## config.mk

```make
export PLATFORM = sky130hd
export DESIGN_NAME = fwd_unit
export DESIGN_NICKNAME = d
export VERILOG_FILES = /design/src/rtl/fwd_pkg.sv /design/src/rtl/fwd_ctrl.sv /design/src/rtl/fwd_datapath.sv /design/src/rtl/fwd_unit.sv
export SDC_FILE = /design/constraint.sdc
export NUM_CORES = 1
export LEC_CHECK = 0
export ABC_CLOCK_PERIOD_IN_PS = 2700
export CAP_MARGIN = 0
export CORE_AREA = 2 2 85 87
export DETAILED_ROUTE_END_ITERATION = 10
export DIE_AREA = 0 0 87 89
export DONT_BUFFER_PORTS = 1
export SLEW_MARGIN = 20
export SYNTH_ARGS = -nofsm -noshare
export SYNTH_HDL_FRONTEND = slang
export SYNTH_HIERARCHICAL = 1
export SYNTH_SLANG_ARGS = --single-unit
```

## constraint.sdc

```tcl
create_clock -name vclk -period 2.7
set_clock_uncertainty 0.15 [all_clocks]
set_input_delay 0.135 -clock vclk [all_inputs]
set_output_delay 0.135 -clock vclk [all_outputs]
set_load 0.03 [all_outputs]
```

## src/rtl/fwd_pkg.sv

```systemverilog
package fwd_pkg;
  typedef enum logic [1:0] {
    SRC_RF   = 2'b00,
    SRC_WB   = 2'b01,
    SRC_MEM  = 2'b10,
    SRC_RSVD = 2'b11
  } srcSel_e;

  typedef struct packed {
    srcSel_e selA;
    srcSel_e selB;
  } fwdStrobe_t;
endpackage

```

## src/rtl/fwd_ctrl.sv

```systemverilog
module fwd_ctrl
  import fwd_pkg::*;
#(
  parameter int REG_W         = 5,
  parameter bit GATE_ON_READS = 1'b1
) (
  input  logic [REG_W-1:0] exRs,
  input  logic [REG_W-1:0] exRt,
  input  logic             exReadsRs,
  input  logic             exReadsRt,
  input  logic [REG_W-1:0] memRd,
  input  logic             memRegWrite,
  input  logic [REG_W-1:0] wbRd,
  input  logic             wbRegWrite,
  output fwdStrobe_t       strobe
);
  localparam int NUM_OPS = 2;

  logic [NUM_OPS-1:0][REG_W-1:0] srcReg;
  logic [NUM_OPS-1:0]            srcRead;
  srcSel_e                       sel [NUM_OPS];

  assign srcReg  = {exRt, exRs};
  assign srcRead = {exReadsRt, exReadsRs};

  // A producer is usable only if it writes a register other than register 0.
  logic memLive, wbLive;
  assign memLive = memRegWrite && (memRd != '0);
  assign wbLive  = wbRegWrite  && (wbRd  != '0);

  for (genvar i = 0; i < NUM_OPS; i++) begin : g_op
    logic readOk, hitMem, hitWb;
    if (GATE_ON_READS) begin : g_gate
      assign readOk = srcRead[i];
    end else begin : g_nogate
      assign readOk = 1'b1;
    end
    assign hitMem = readOk && memLive && (memRd == srcReg[i]);
    assign hitWb  = readOk && wbLive  && (wbRd  == srcReg[i]);

    always_comb begin
      if (hitMem)     sel[i] = SRC_MEM;
      else if (hitWb) sel[i] = SRC_WB;
      else            sel[i] = SRC_RF;
    end
  end

  assign strobe.selA = sel[0];
  assign strobe.selB = sel[1];

  always_comb begin
    AST_NO_RSVD_CODE: assert (strobe.selA != SRC_RSVD && strobe.selB != SRC_RSVD);
    AST_MEM_A_NEEDS_WRITE: assert (strobe.selA != SRC_MEM || memRegWrite);
    AST_WB_A_NEEDS_WRITE: assert (strobe.selA != SRC_WB || wbRegWrite);
    AST_MEM_B_NONZERO: assert (strobe.selB != SRC_MEM || memRd != '0);
    AST_WB_B_NONZERO: assert (strobe.selB != SRC_WB || wbRd != '0);
    AST_WB_LOSES_A: assert (strobe.selA != SRC_WB || !(memRegWrite && memRd != '0 && memRd == exRs));
    AST_WB_LOSES_B: assert (strobe.selB != SRC_WB || !(memRegWrite && memRd != '0 && memRd == exRt));
    if (GATE_ON_READS) begin
      AST_UNREAD_A_RF: assert (exReadsRs || strobe.selA == SRC_RF);
      AST_UNREAD_B_RF: assert (exReadsRt || strobe.selB == SRC_RF);
    end
  end
endmodule

```

## src/rtl/fwd_datapath.sv

```systemverilog
module fwd_datapath
  import fwd_pkg::*;
#(
  parameter int DATA_W = 32
) (
  input  fwdStrobe_t        strobe,
  input  logic [DATA_W-1:0] rfDataA,
  input  logic [DATA_W-1:0] rfDataB,
  input  logic [DATA_W-1:0] memResult,
  input  logic [DATA_W-1:0] wbResult,
  output logic [DATA_W-1:0] opA,
  output logic [DATA_W-1:0] opB
);
  localparam int NUM_OPS = 2;

  srcSel_e                        sel [NUM_OPS];
  logic [NUM_OPS-1:0][DATA_W-1:0] rfVal;
  logic [NUM_OPS-1:0][DATA_W-1:0] opVal;

  assign sel[0] = strobe.selA;
  assign sel[1] = strobe.selB;
  assign rfVal  = {rfDataB, rfDataA};

  for (genvar i = 0; i < NUM_OPS; i++) begin : g_mux
    always_comb begin
      case (sel[i])
        SRC_MEM: opVal[i] = memResult;
        SRC_WB:  opVal[i] = wbResult;
        default: opVal[i] = rfVal[i];
      endcase
    end
  end

  assign opA = opVal[0];
  assign opB = opVal[1];

  always_comb begin
    AST_OPA_MEM: assert (strobe.selA != SRC_MEM || opA == memResult);
    AST_OPB_WB: assert (strobe.selB != SRC_WB || opB == wbResult);
    AST_OPA_RF: assert (strobe.selA != SRC_RF || opA == rfDataA);
  end
endmodule

```

## src/rtl/fwd_unit.sv

```systemverilog
module fwd_unit
  import fwd_pkg::*;
#(
  parameter int REG_W         = 5,
  parameter int DATA_W        = 32,
  parameter bit GATE_ON_READS = 1'b1
) (
  input  logic [REG_W-1:0]  exRs,
  input  logic [REG_W-1:0]  exRt,
  input  logic              exReadsRs,
  input  logic              exReadsRt,
  input  logic [REG_W-1:0]  memRd,
  input  logic              memRegWrite,
  input  logic [REG_W-1:0]  wbRd,
  input  logic              wbRegWrite,
  input  logic [DATA_W-1:0] rfDataA,
  input  logic [DATA_W-1:0] rfDataB,
  input  logic [DATA_W-1:0] memResult,
  input  logic [DATA_W-1:0] wbResult,
  output logic [1:0]        selA,
  output logic [1:0]        selB,
  output logic [DATA_W-1:0] opA,
  output logic [DATA_W-1:0] opB
);
  fwdStrobe_t strobe;

  fwd_ctrl #(.REG_W(REG_W), .GATE_ON_READS(GATE_ON_READS)) ctrl_i (
    .exRs(exRs), .exRt(exRt), .exReadsRs(exReadsRs), .exReadsRt(exReadsRt),
    .memRd(memRd), .memRegWrite(memRegWrite), .wbRd(wbRd), .wbRegWrite(wbRegWrite),
    .strobe(strobe)
  );

  fwd_datapath #(.DATA_W(DATA_W)) dp_i (
    .strobe(strobe), .rfDataA(rfDataA), .rfDataB(rfDataB),
    .memResult(memResult), .wbResult(wbResult), .opA(opA), .opB(opB)
  );

  assign selA = strobe.selA;
  assign selB = strobe.selB;
endmodule

```

Word-level counts from Yosys, hierarchy flattened
Cells that the tools add are included.
- register bits: 0
- input bits: 152
- output and inout bits: 68
- logic and storage cells: 26
- equal/unequal tests: 8
- multiplexer cells: 6
- reductions and logical operators: 12
- operators by type and width (cell ; count):
    32-bit one-hot mux with 2 select lines ; 2
    5-bit equality test ; 4
    1-bit logical AND ; 10
    5-bit nonzero test ; 2
    2-bit by 1-bit equality test with 1-bit output (second input constant) ; 2
    2-bit equality test (second input constant) ; 2
    2-bit two-way mux ; 2
    1-bit two-way mux ; 2

Logic depth before layout (Yosys ltp)
Gate-level depths: netlist of run 1.
- depth in word-level cells: 8
- mapped depth: 10
- mapped depth without buffers: 8

Modules after synthesis
Netlist of run 1, hierarchy kept.
- by module, submodules not included (module ; instances ; cells an instance ; area an instance (sq um) ; seq. area each (sq um)):
    fwd_datapath ; 1 ; 226 ; 1421.4 ; 0.0
    fwd_ctrl ; 1 ; 38 ; 312.8 ; 0.0

Worst setup path after synthesis of run 1
Ideal clock, no wire load.
- kind: input port to output port
- start: input port memRd[1]
- end: output port opB[10]
- arrival time: 2.601 ns
- data required time: 2.415 ns
- path slack: -0.186 ns
- stages on the path: 9
- path buffers: 2
- cells stage by stage: or4_4 > o21ai_4 > nor3_2 > nor3_2 > inv_1 > ha_1 > buf_2 > buf_2 > o21ai_1
- longest elaborated chain between the ends: 7
- elaborated cells between the ends (all ways): 9
- classes of those cells: eq/ne (3); mux (2); reduce/logical (4)
- RTL lines (what ; RTL line ; text):
    from (decl) ; fwd_unit.sv:12 ; input logic [REG_W-1:0] memRd,
    5-bit nonzero test ; fwd_ctrl.sv:28 ; assign memLive = memRegWrite && (memRd != '0);
    1-bit logical AND ; fwd_ctrl.sv:28 ;
    1-bit logical AND ; fwd_ctrl.sv:38 ; assign hitMem = readOk && memLive && (memRd == srcReg[i]);
    1-bit logical AND (*) ; fwd_ctrl.sv:38 ;
    net ctrl_i.g_op[1].hitMem ; fwd_ctrl.sv:32 ; logic readOk, hitMem, hitWb;
    2-bit two-way mux (*) ; fwd_ctrl.sv:42 ; if (hitMem) sel[i] = SRC_MEM;
    net selB[0] ; fwd_unit.sv:21 ; output logic [1:0] selB,
    2-bit by 1-bit equality test with 1-bit output or 2-bit equality test (tied branches) ; fwd_datapath.sv:26 ; case (sel[i])
    32-bit one-hot mux with 2 select lines (*) ; fwd_datapath.sv:26 ;
    to (decl) ; fwd_unit.sv:23 ; output logic [DATA_W-1:0] opB
Mark *: on every way through the listed nets, which the timed path passes. The rest lies on a longest branch.

Worst setup path in the final report of run 1
- start: input port memRd[1]
- end: output port opA[3]
- longest elaborated chain between the ends: 7
- elaborated cells between the ends (all ways): 9
- classes of those cells: eq/ne (3); mux (2); reduce/logical (4)
- RTL lines (what ; RTL line ; text):
    5-bit nonzero test ; fwd_ctrl.sv:28 ;
    1-bit logical AND ; fwd_ctrl.sv:28 ;
    1-bit logical AND ; fwd_ctrl.sv:38 ;
    1-bit logical AND (*) ; fwd_ctrl.sv:38 ;
    2-bit two-way mux (*) ; fwd_ctrl.sv:42 ;
    2-bit by 1-bit equality test with 1-bit output or 2-bit equality test (tied branches) ; fwd_datapath.sv:26 ;
    32-bit one-hot mux with 2 select lines (*) ; fwd_datapath.sv:26 ;
    to (decl) ; fwd_unit.sv:22 ; output logic [DATA_W-1:0] opA,
Mark *: on every way between the ends. The rest lies on a longest branch, timed or not.

==> results.yml, run 1 <==
synth:
  ys_warn_count: 6
  synth-compound-area-share: 0.5390
  synth_top_area_cell: "a22oi_1"
  synthSimpleGateAreaFrac: 0.1970
  syn-num-nets: 420
  yosysTopAreaCellShare: 0.2251
  synth_seq_area_share: 0
  netlist_area_sq_mm: 0.001734
  synthMuxAreaShare: 0
  yosys-top-cells-area: "a22oi_1, o21ai_1, nand2_1"
  synthAdderAreaFrac: 0.02886
  synth_top_family_by_area: "compound AO/OA/AOI/OAI gates"
  synthDistinctLibCells: 19
  syn_area_per_cell_sq_um: 6.569
  synth-xor-area-share: 0.1010
  synthCells: 264
critical_path:
  crit_top_cell: "buf_4"
  crit_type: "input pin to output port"
  crit_family: "simple AND/OR/NAND/NOR gates"
  crit_arrival_ps: 2270
  path_buf_inv: 3
  crit_path_end_kind: "output port"
  crit_chain: "or4_4, o21ai_4, nor3_2, nor3_4, inv_1, ha_4, buf_4, nand2_1, o21ai_2, buf_4"
  slowest_delay_ps: 520
  critPathLaunchType: "input pin"
  cp_slowest_cell: "or4_4"
  cp_max_fo: 24
  worstSetupStartpoint: "memRd[1]"
  worstPathRequired_ps: 2410
pwr:
  switching_share: 0.6064
  p_int_uw: 144.9
  p_leak_nw: 0.9091
  powerDensity_mw_per_mm2: 151.0
  power_frac_comb: 1.000
  p_switching_uw: 223.3
  pwr-share-clk: 0
  peakVddDrop_v: 0.00005576
  seqPwrFrac: 0
drt:
  vias: 2315
  drt-vias-per-instance: 5.891
  drtAntennaViolNets: 0
  drc: 0
  dr.pass1.iters: 4
  finalWirelength_um: 7354
  wire_per_inst_um: 18.71
  drt_iter0_drc: 138
job:
  cap_violations: 0
timing:
  relSlewSlack: 0.6892
  fmax_ghz: 0.3916
  final.setup.tns_ps: 0
  setup_viol: 0
  min_period_ps: 2553
  fin_hold_ws_ps: 355.7
  rsz0062_at_grt: "no"
  post-route-period-util: 0.9457
  finalMaxSlewViolations: 0
  tightest_slew_ps: 463.6
  final_hold_viol_count: 0
global_routing:
  antenna_found_initial: 0
  grt_usage: 0.1630
  grt.overflow.total: 0
  grt_max_degree: 41
  grt_pass1_vias: 2212
  grt_pass1_wl_um: 10370
cells_and_area:
  nets: 471
  fill_cells: 689
  multiInputGateArea_sq_mm: 0.001708
  flops_and_latches: 0
  syn2layout_area_growth_pct: 40.62
  drive_gt1_frac: 0.4984
  regArea_sq_um: 0
  clockBufferCount: 0
  diodes: 0
die:
  start_util: 0.2581
  core-area_sq_mm: 0.006719
  die_h_um: 89
  rows: 30
  die-width_um: 87
  dieArea_sq_mm: 0.007743
  io_pins: 220
placed_design:
  place_congestion: 0.8559
  place_hpwl_um: 5992
  portBuffers: 0
min_path:
  min_from: "rfDataA[26]"
  hold_path.class: "input pin to output port"
clock_tree:
  postCtsHoldBufs: 0
outcome:
  outcome: "complete, no violations"
[worst paths after layout]
kind                  cells after the start      end
worst min-delay path                      3  opA[26]
worst max-delay path                     10   opA[3]
[stage by stage]
stage / setup WS (ps) / total power [mW] / area, sq um / cells / util
global route: 35.09 / 0.3923 / 2439 / 393 / 0.3629
detailed placement: 77.90 / 0.3684 / 2419 / 393 / 0.3600
floorplan: 2.299 / 0.2601 / 1916 / 264 / -
CTS: 79.60 / 0.3693 / 2419 / 393 / 0.3600
global placement: 156.0 / 0.3625 / 2419 / 393 / 0.3600
finish: 146.6 / 0.3682 / 2439 / 393 / 0.3629
[what timing repair did]
action                                  4_1_cts  5_1_grt
buffers inserted                              0        0
endpoints found under the setup margin        0       26
gates resized for setup                       0        2
[power groups by stage]
stage	combinational (mW)	clock [mW]	sequential, mW
final	0.368	0	0
after global routing	0.392	0	0
after detailed placement	0.368	0	0
after global placement	0.362	0	0
after CTS	0.369	0	0
after floorplan	0.260	0	0
[cell type report]
cell class,count,area share
Tap cell,80,0.04105
Timing Repair Buffer,77,0.2524
Inverter,4,0.006157
Multi-Input combinational cell,232,0.7004
[per-layer routing]
metal	track usage	wire length, um	up-vias
li1	-	-	1098
met1	0.1699	2467	1080
met2	0.3435	4109	137
met3	0.03509	778	0
met4	0.008523	0	0
met5	0	0	-
[cell usage after synthesis]
master and instances:
nand3_1 2, a22oi_2 12, nand2_1 66, buf_6 10, xor2_1 8, nand4_1 2
o21ai_2 14, o21ai_4 1, ha_1 4, or4_1 1, a22oi_1 52, nor4_1 2
inv_1 4, buf_4 6, o21ai_1 51, xnor2_1 12, buf_2 12, nor3_2 4
or4_4 1
[layout by cell type, fill, tap and decap left out]
| master | instances |
|---|---|
| nor3_4 | 2 |
| buf_12 | 3 |
| nor3_2 | 2 |
| nor4_1 | 2 |
| buf_4 | 74 |
| ha_1 | 2 |
| inv_1 | 4 |
| xnor2_1 | 12 |
| o21ai_1 | 6 |
| ha_4 | 2 |
| or4_4 | 1 |
| nand2_1 | 66 |
| xor2_1 | 8 |
| o21ai_4 | 1 |
| nand4_1 | 2 |
| nand3_1 | 2 |
| or4_1 | 1 |
| a22oi_2 | 12 |
| o21ai_2 | 59 |
| a22oi_1 | 52 |
[worst min-delay path: stages]
cell and delay [ps]:
nand2_1 40, o21ai_2 50, buf_4 150
[logic make-up after synthesis]
family                     after synthesis
xor gates and xnor gates                20
and+or+nand+nor                         78
buffers and inverters                   32
AOI/OAI and AO/OA                      130
adders and majority gates                4
Power figures use the tool's default switching activity.
==> run 2, diff against run 1 <==
--- a/config.mk
+++ b/config.mk
@@ -6,11 +6,12 @@
 export NUM_CORES = 1
 export LEC_CHECK = 0
 export ABC_CLOCK_PERIOD_IN_PS = 2700
+export BUFFER_PORTS_ARGS = -buffer_cell sky130_fd_sc_hd__buf_2
 export CAP_MARGIN = 0
-export CORE_AREA = 2 2 85 87
+export CORE_AREA = 2 2 86 88
 export DETAILED_ROUTE_END_ITERATION = 10
-export DIE_AREA = 0 0 87 89
-export DONT_BUFFER_PORTS = 1
+export DIE_AREA = 0 0 88 90
+export PLACE_DENSITY = 0.65
 export SLEW_MARGIN = 20
 export SYNTH_ARGS = -nofsm -noshare
 export SYNTH_HDL_FRONTEND = slang
==> run 2 against run 1 <==
Total power grew 31%; sequential share of layout area unchanged; first-iteration DRC count decreased by 30%; critical endpoint is now opA[15]; highest routed layer is now met4.
==> results.yml, run 2 (same netlist as run 1, synthesis figures left out) <==
min_path:
  hold_path.class: "input pin to output port"
timing:
  post-route-period-util: 0.9655
  finalMaxSlewViolations: 0
  rsz0062_at_grt: "no"
  fmax_ghz: 0.3836
  relSlewSlack: 0.6583
  setup_viol: 0
  final_hold_viol_count: 0
  min_period_ps: 2607
  fin_hold_ws_ps: 463.4
  tightest_slew_ps: 509.7
cells_and_area:
  flops_and_latches: 0
  regArea_sq_um: 0
  layout.cells.non_filler: 568
  diodes: 0
  syn2layout_area_growth_pct: 82.40
  mostFrequentLayoutCell: "buf_2"
  drive_gt1_frac: 0.6652
  nets: 627
  clockBufferCount: 0
  final_cell_mix: "buf_2, nand2_1, o21ai_2"
global_routing:
  grt_util_met1: 0.2185
  grt_pass1_vias: 2712
  antenna_found_initial: 0
  busiest_layer: "met2"
  grt_max_degree: 37
  gr-usage-met2: 0.3870
  grt.overflow.total: 0
  gr-usage-met3: 0.01745
  grt_pass1_wl_um: 12790
  grt_usage: 0.1942
pwr:
  p_leak_nw: 1.509
  powerDensity_mw_per_mm2: 152.8
  peakVddDrop_v: 0.00005953
  power_uw: 483.2
critical_path:
  critPathLaunchType: "input pin"
  path_buf_inv: 4
  cp_max_fo: 19
  crit_path_end_kind: "output port"
  crit_chain: "buf_2, or4_4, o21ai_4, nor3_2, nor3_4, inv_1, ha_4, buf_4, a22oi_1, o21ai_2, buf_4"
  cp_slowest_cell: "or4_4"
  crit_arrival_ps: 2320
  crit_type: "input pin to output port"
  slowest_delay_ps: 550
  crit_family: "simple AND/OR/NAND/NOR gates"
  crit_top_cell: "buf_4"
  worstPathRequired_ps: 2410
placed_design:
  place_inst: 566
  place_hpwl_um: 6836
  portBuffers: 220
  place_congestion: 0.8988
job:
  cap_violations: 0
die:
  rows: 31
  die_h_um: 90
  start_util: 0.2470
  die-width_um: 88
  dieArea_sq_mm: 0.007920
  io_pins: 220
  core-area_sq_mm: 0.007020
drt:
  drt-vias-per-instance: 5.100
  dr.pass1.iters: 4
  drc: 0
  vias: 2897
  wire_per_inst_um: 15.39
  drt_iter0_drc: 97
  drtAntennaViolNets: 0
  finalWirelength_um: 8742
clock_tree:
  cts_setup_buffers: 0
outcome:
  outcome: "complete, no violations"
-- run 2: cell types whose count changed in the layout (fill, tap and decap cells not counted), sizes merged --
cell and change:
clkbuf +6, buf +150
-- run 2: area by class of cell --
cell class | instances | area [sq um]
fill | 719 | 3857
inverter | 4 | 15.01
multi-input combinational | 232 | 1708
tap | 99 | 123.9
timing repair buffer | 233 | 1316
-- run 2: power by group --
group / switching, mW / leakage (nW) / internal, mW
Clock: 0 / 0 / 0
Sequential: 0 / 0 / 0
Combinational: 0.288 / 1.51 / 0.195
-- run 2: metal layers --
metal | part of all wire | vias to the layer above
met5 | 0 | -
met4 | 0.011 | 0
met1 | 0.38 | 1334
met3 | 0.069 | 8
li1 | - | 1415
met2 | 0.54 | 140
-- run 2: metrics by stage --
stage / setup TNS [ps] / setup slack [ps] / cell area, sq um / util
6_report: 0 / 93.12 / 3163 / 0.4505
5_1_grt: 0 / 6.392 / 3163 / 0.4505
4_1_cts: 0 / 4.010 / 3090 / 0.4402
3_5_place_dp: -492.2 / -39.05 / 3073 / 0.4377
3_3_place_gp: -0.2680 / -0.2680 / 3073 / 0.4377
2_1_floorplan: 0 / 2.299 / 1916 / -
-- run 2: path summary, 6_finish.rpt --
check                 endpoint   startpoint  slack [ps]  cells after the start
worst max-delay path   opA[15]     memRd[1]          90                     11
worst min-delay path   opA[15]  rfDataA[15]         460                      4
-- run 2: timing repair --
action / 4_1_cts / 5_1_grt
resized for setup: 4 / 7
cloned: 0 / 2
pin swaps: 0 / 2
hold buffers: 0 / 0
endpoints found under the setup margin: 30 / 61
==> run 3, diff against run 2 <==
--- a/config.mk
+++ b/config.mk
@@ -8,12 +8,12 @@
 export ABC_CLOCK_PERIOD_IN_PS = 2700
 export BUFFER_PORTS_ARGS = -buffer_cell sky130_fd_sc_hd__buf_2
 export CAP_MARGIN = 0
-export CORE_AREA = 2 2 86 88
+export CORE_MARGIN = 2
+export CORE_UTILIZATION = 35
 export DETAILED_ROUTE_END_ITERATION = 10
-export DIE_AREA = 0 0 88 90
-export PLACE_DENSITY = 0.65
+export MAX_ROUTING_LAYER = met4
+export PLACE_DENSITY = 0.71
 export SLEW_MARGIN = 20
 export SYNTH_ARGS = -nofsm -noshare
 export SYNTH_HDL_FRONTEND = slang
-export SYNTH_HIERARCHICAL = 1
 export SYNTH_SLANG_ARGS = --single-unit
==> run 3 against run 2 <==
Non-clock buffer count increased by 7; combinational power grew 41%; largest cell class unchanged; critical path type unchanged; via count grew 29%.
==> results.yml, run 3 <==
timing:
  final.setup.tns_ps: 0
  final_hold_viol_count: 0
  min_period_ps: 2356
  relSlewSlack: 0.6975
  tightest_slew_ps: 453.8
  post-route-period-util: 0.8724
  finalMaxSlewViolations: 0
  fmax_ghz: 0.4245
  rsz0062_at_grt: "no"
  setup_viol: 0
critical_path:
  crit_path_end_kind: "output port"
  crit_top_cell: "buf_2"
  slowest_delay_ps: 640
  cp_max_fo: 32
  cp_slowest_cell: "or4_1"
  crit_arrival_ps: 2070
  crit_type: "input pin to output port"
  crit_chain: "buf_2, or4_1, o211ai_4, buf_4, nor3_1, a31oi_4, buf_2"
  worstPathRequired_ps: 2410
  critPathLaunchType: "input pin"
die:
  start_util: 0.3589
  die-width_um: 95.56
  io_pins: 220
  die_h_um: 95.56
  core-area_sq_mm: 0.008175
  dieArea_sq_mm: 0.009132
  rows: 33
drt:
  drc: 0
  finalWirelength_um: 12040
  dr.pass1.iters: 4
  drt-vias-per-instance: 5.800
  drt_iter0_drc: 197
  wire_per_inst_um: 18.66
  drtAntennaViolNets: 0
  vias: 3741
cells_and_area:
  diodes: 0
  clockBufferCount: 0
  flops_and_latches: 0
  multiInputGateArea_sq_mm: 0.002633
  regArea_sq_um: 0
  fill_cells: 811
  drive_gt1_frac: 0.5704
  nets: 694
  mostFrequentLayoutCell: "buf_2"
  final_cell_mix: "buf_2, nor3_1, o21ai_0, nand3_1, a31oi_4"
  syn2layout_area_growth_pct: 39.23
pwr:
  power_frac_comb: 1.000
  switching_share: 0.6145
  peakVddDrop_v: 0.00008621
  powerDensity_mw_per_mm2: 167.3
  p_leak_nw: 1.468
  p_switching_uw: 420.0
  seqPwrFrac: 0
  p_int_uw: 263.5
  power_uw: 683.5
  pwr-share-clk: 0
synth:
  yosys-top-cells-area: "a31oi_4, nor3_1, nand3_1"
  synthDistinctLibCells: 22
  synth_top_area_cell: "a31oi_4"
  synthTopCellsByCount: "nor3_1, nand3_1, o21ai_0"
  ys_warn_count: 0
  syn_area_per_cell_sq_um: 8.359
  yosys.cell_count.top_type: "nor3_1"
  synthCells: 351
  syn-num-nets: 503
  synth_seq_area_share: 0
  netlist_area_sq_mm: 0.002934
  yosysTopAreaCellShare: 0.4350
placed_design:
  place_hpwl_um: 9146
  portBuffers: 220
  place_congestion: 0.8434
global_routing:
  grt_pass1_vias: 3659
  grt_max_degree: 34
  antenna_found_initial: 0
  grt_pass1_wl_um: 17570
  grt_usage: 0.2455
  grt.overflow.total: 0
min_path:
  hold_path.class: "input pin to output port"
  min_path_cells: 4
clock_tree:
  postCtsHoldBufs: 0
  cts_resized: 0
  cts_setup_buffers: 0
outcome:
  outcome: "complete, no violations"
job:
  cap_violations: 0
## run 3: per-layer routing
metal  global-route usage  vias to the layer above  part of all wire  wire length (um)
met5                    -                        -                 0                 0
met4              0.04167                        0            0.0095               114
met3              0.01344                       11             0.064               765
met2               0.4703                      183              0.53              6375
met1               0.2828                     1802              0.40              4779
li1                     -                     1745                 -                 -
## run 3: power groups by stage
stage	Clock, mW	Sequential, mW	Combinational (mW)
final	0	0	0.683
after detailed placement	0	0	0.679
after CTS	0	0	0.681
after floorplan	0	0	0.415
after global placement	0	0	0.668
after global routing	0	0	0.722
## run 3: cell type report
class,count,share of cell area
well taps,105,0.03216
multi-input cells,298,0.6444
repair buffers,240,0.3216
inverters,2,0.001838
## run 3: final timing paths
| check | start | to | slack, ps |
|---|---|---|---|
| setup / recovery | memRd[4] | opB[11] | 340 |
| hold / removal | rfDataB[30] | opB[30] | 540 |
## run 3: critical path: cells and delay by family
family	cells	cell delay (ps)
AOI/OAI and AO/OA	2	390
and+or+nand+nor	2	780
buffers and inverters	3	740
## run 3: cells by family after synthesis
logic type,share of synthesized area
AND/OR/NAND/NOR,0.2533
AO/OA/AOI/OAI,0.5765
buffers and inverters,0.1104
XOR/XNOR,0.05970
## run 3: stage by stage
step,setup slack [ps],hold slack [ps],util,instance area [sq um],instances
6_report,344.4,537.4,0.4997,4085,645
5_1_grt,298.5,561.1,0.4997,4085,645
4_1_cts,360.3,536.4,0.4997,4085,645
3_5_place_dp,366.7,535.0,0.4997,4085,645
3_3_place_gp,405.2,529.6,0.4997,4085,645
2_1_floorplan,456.2,358.1,-,2934,351
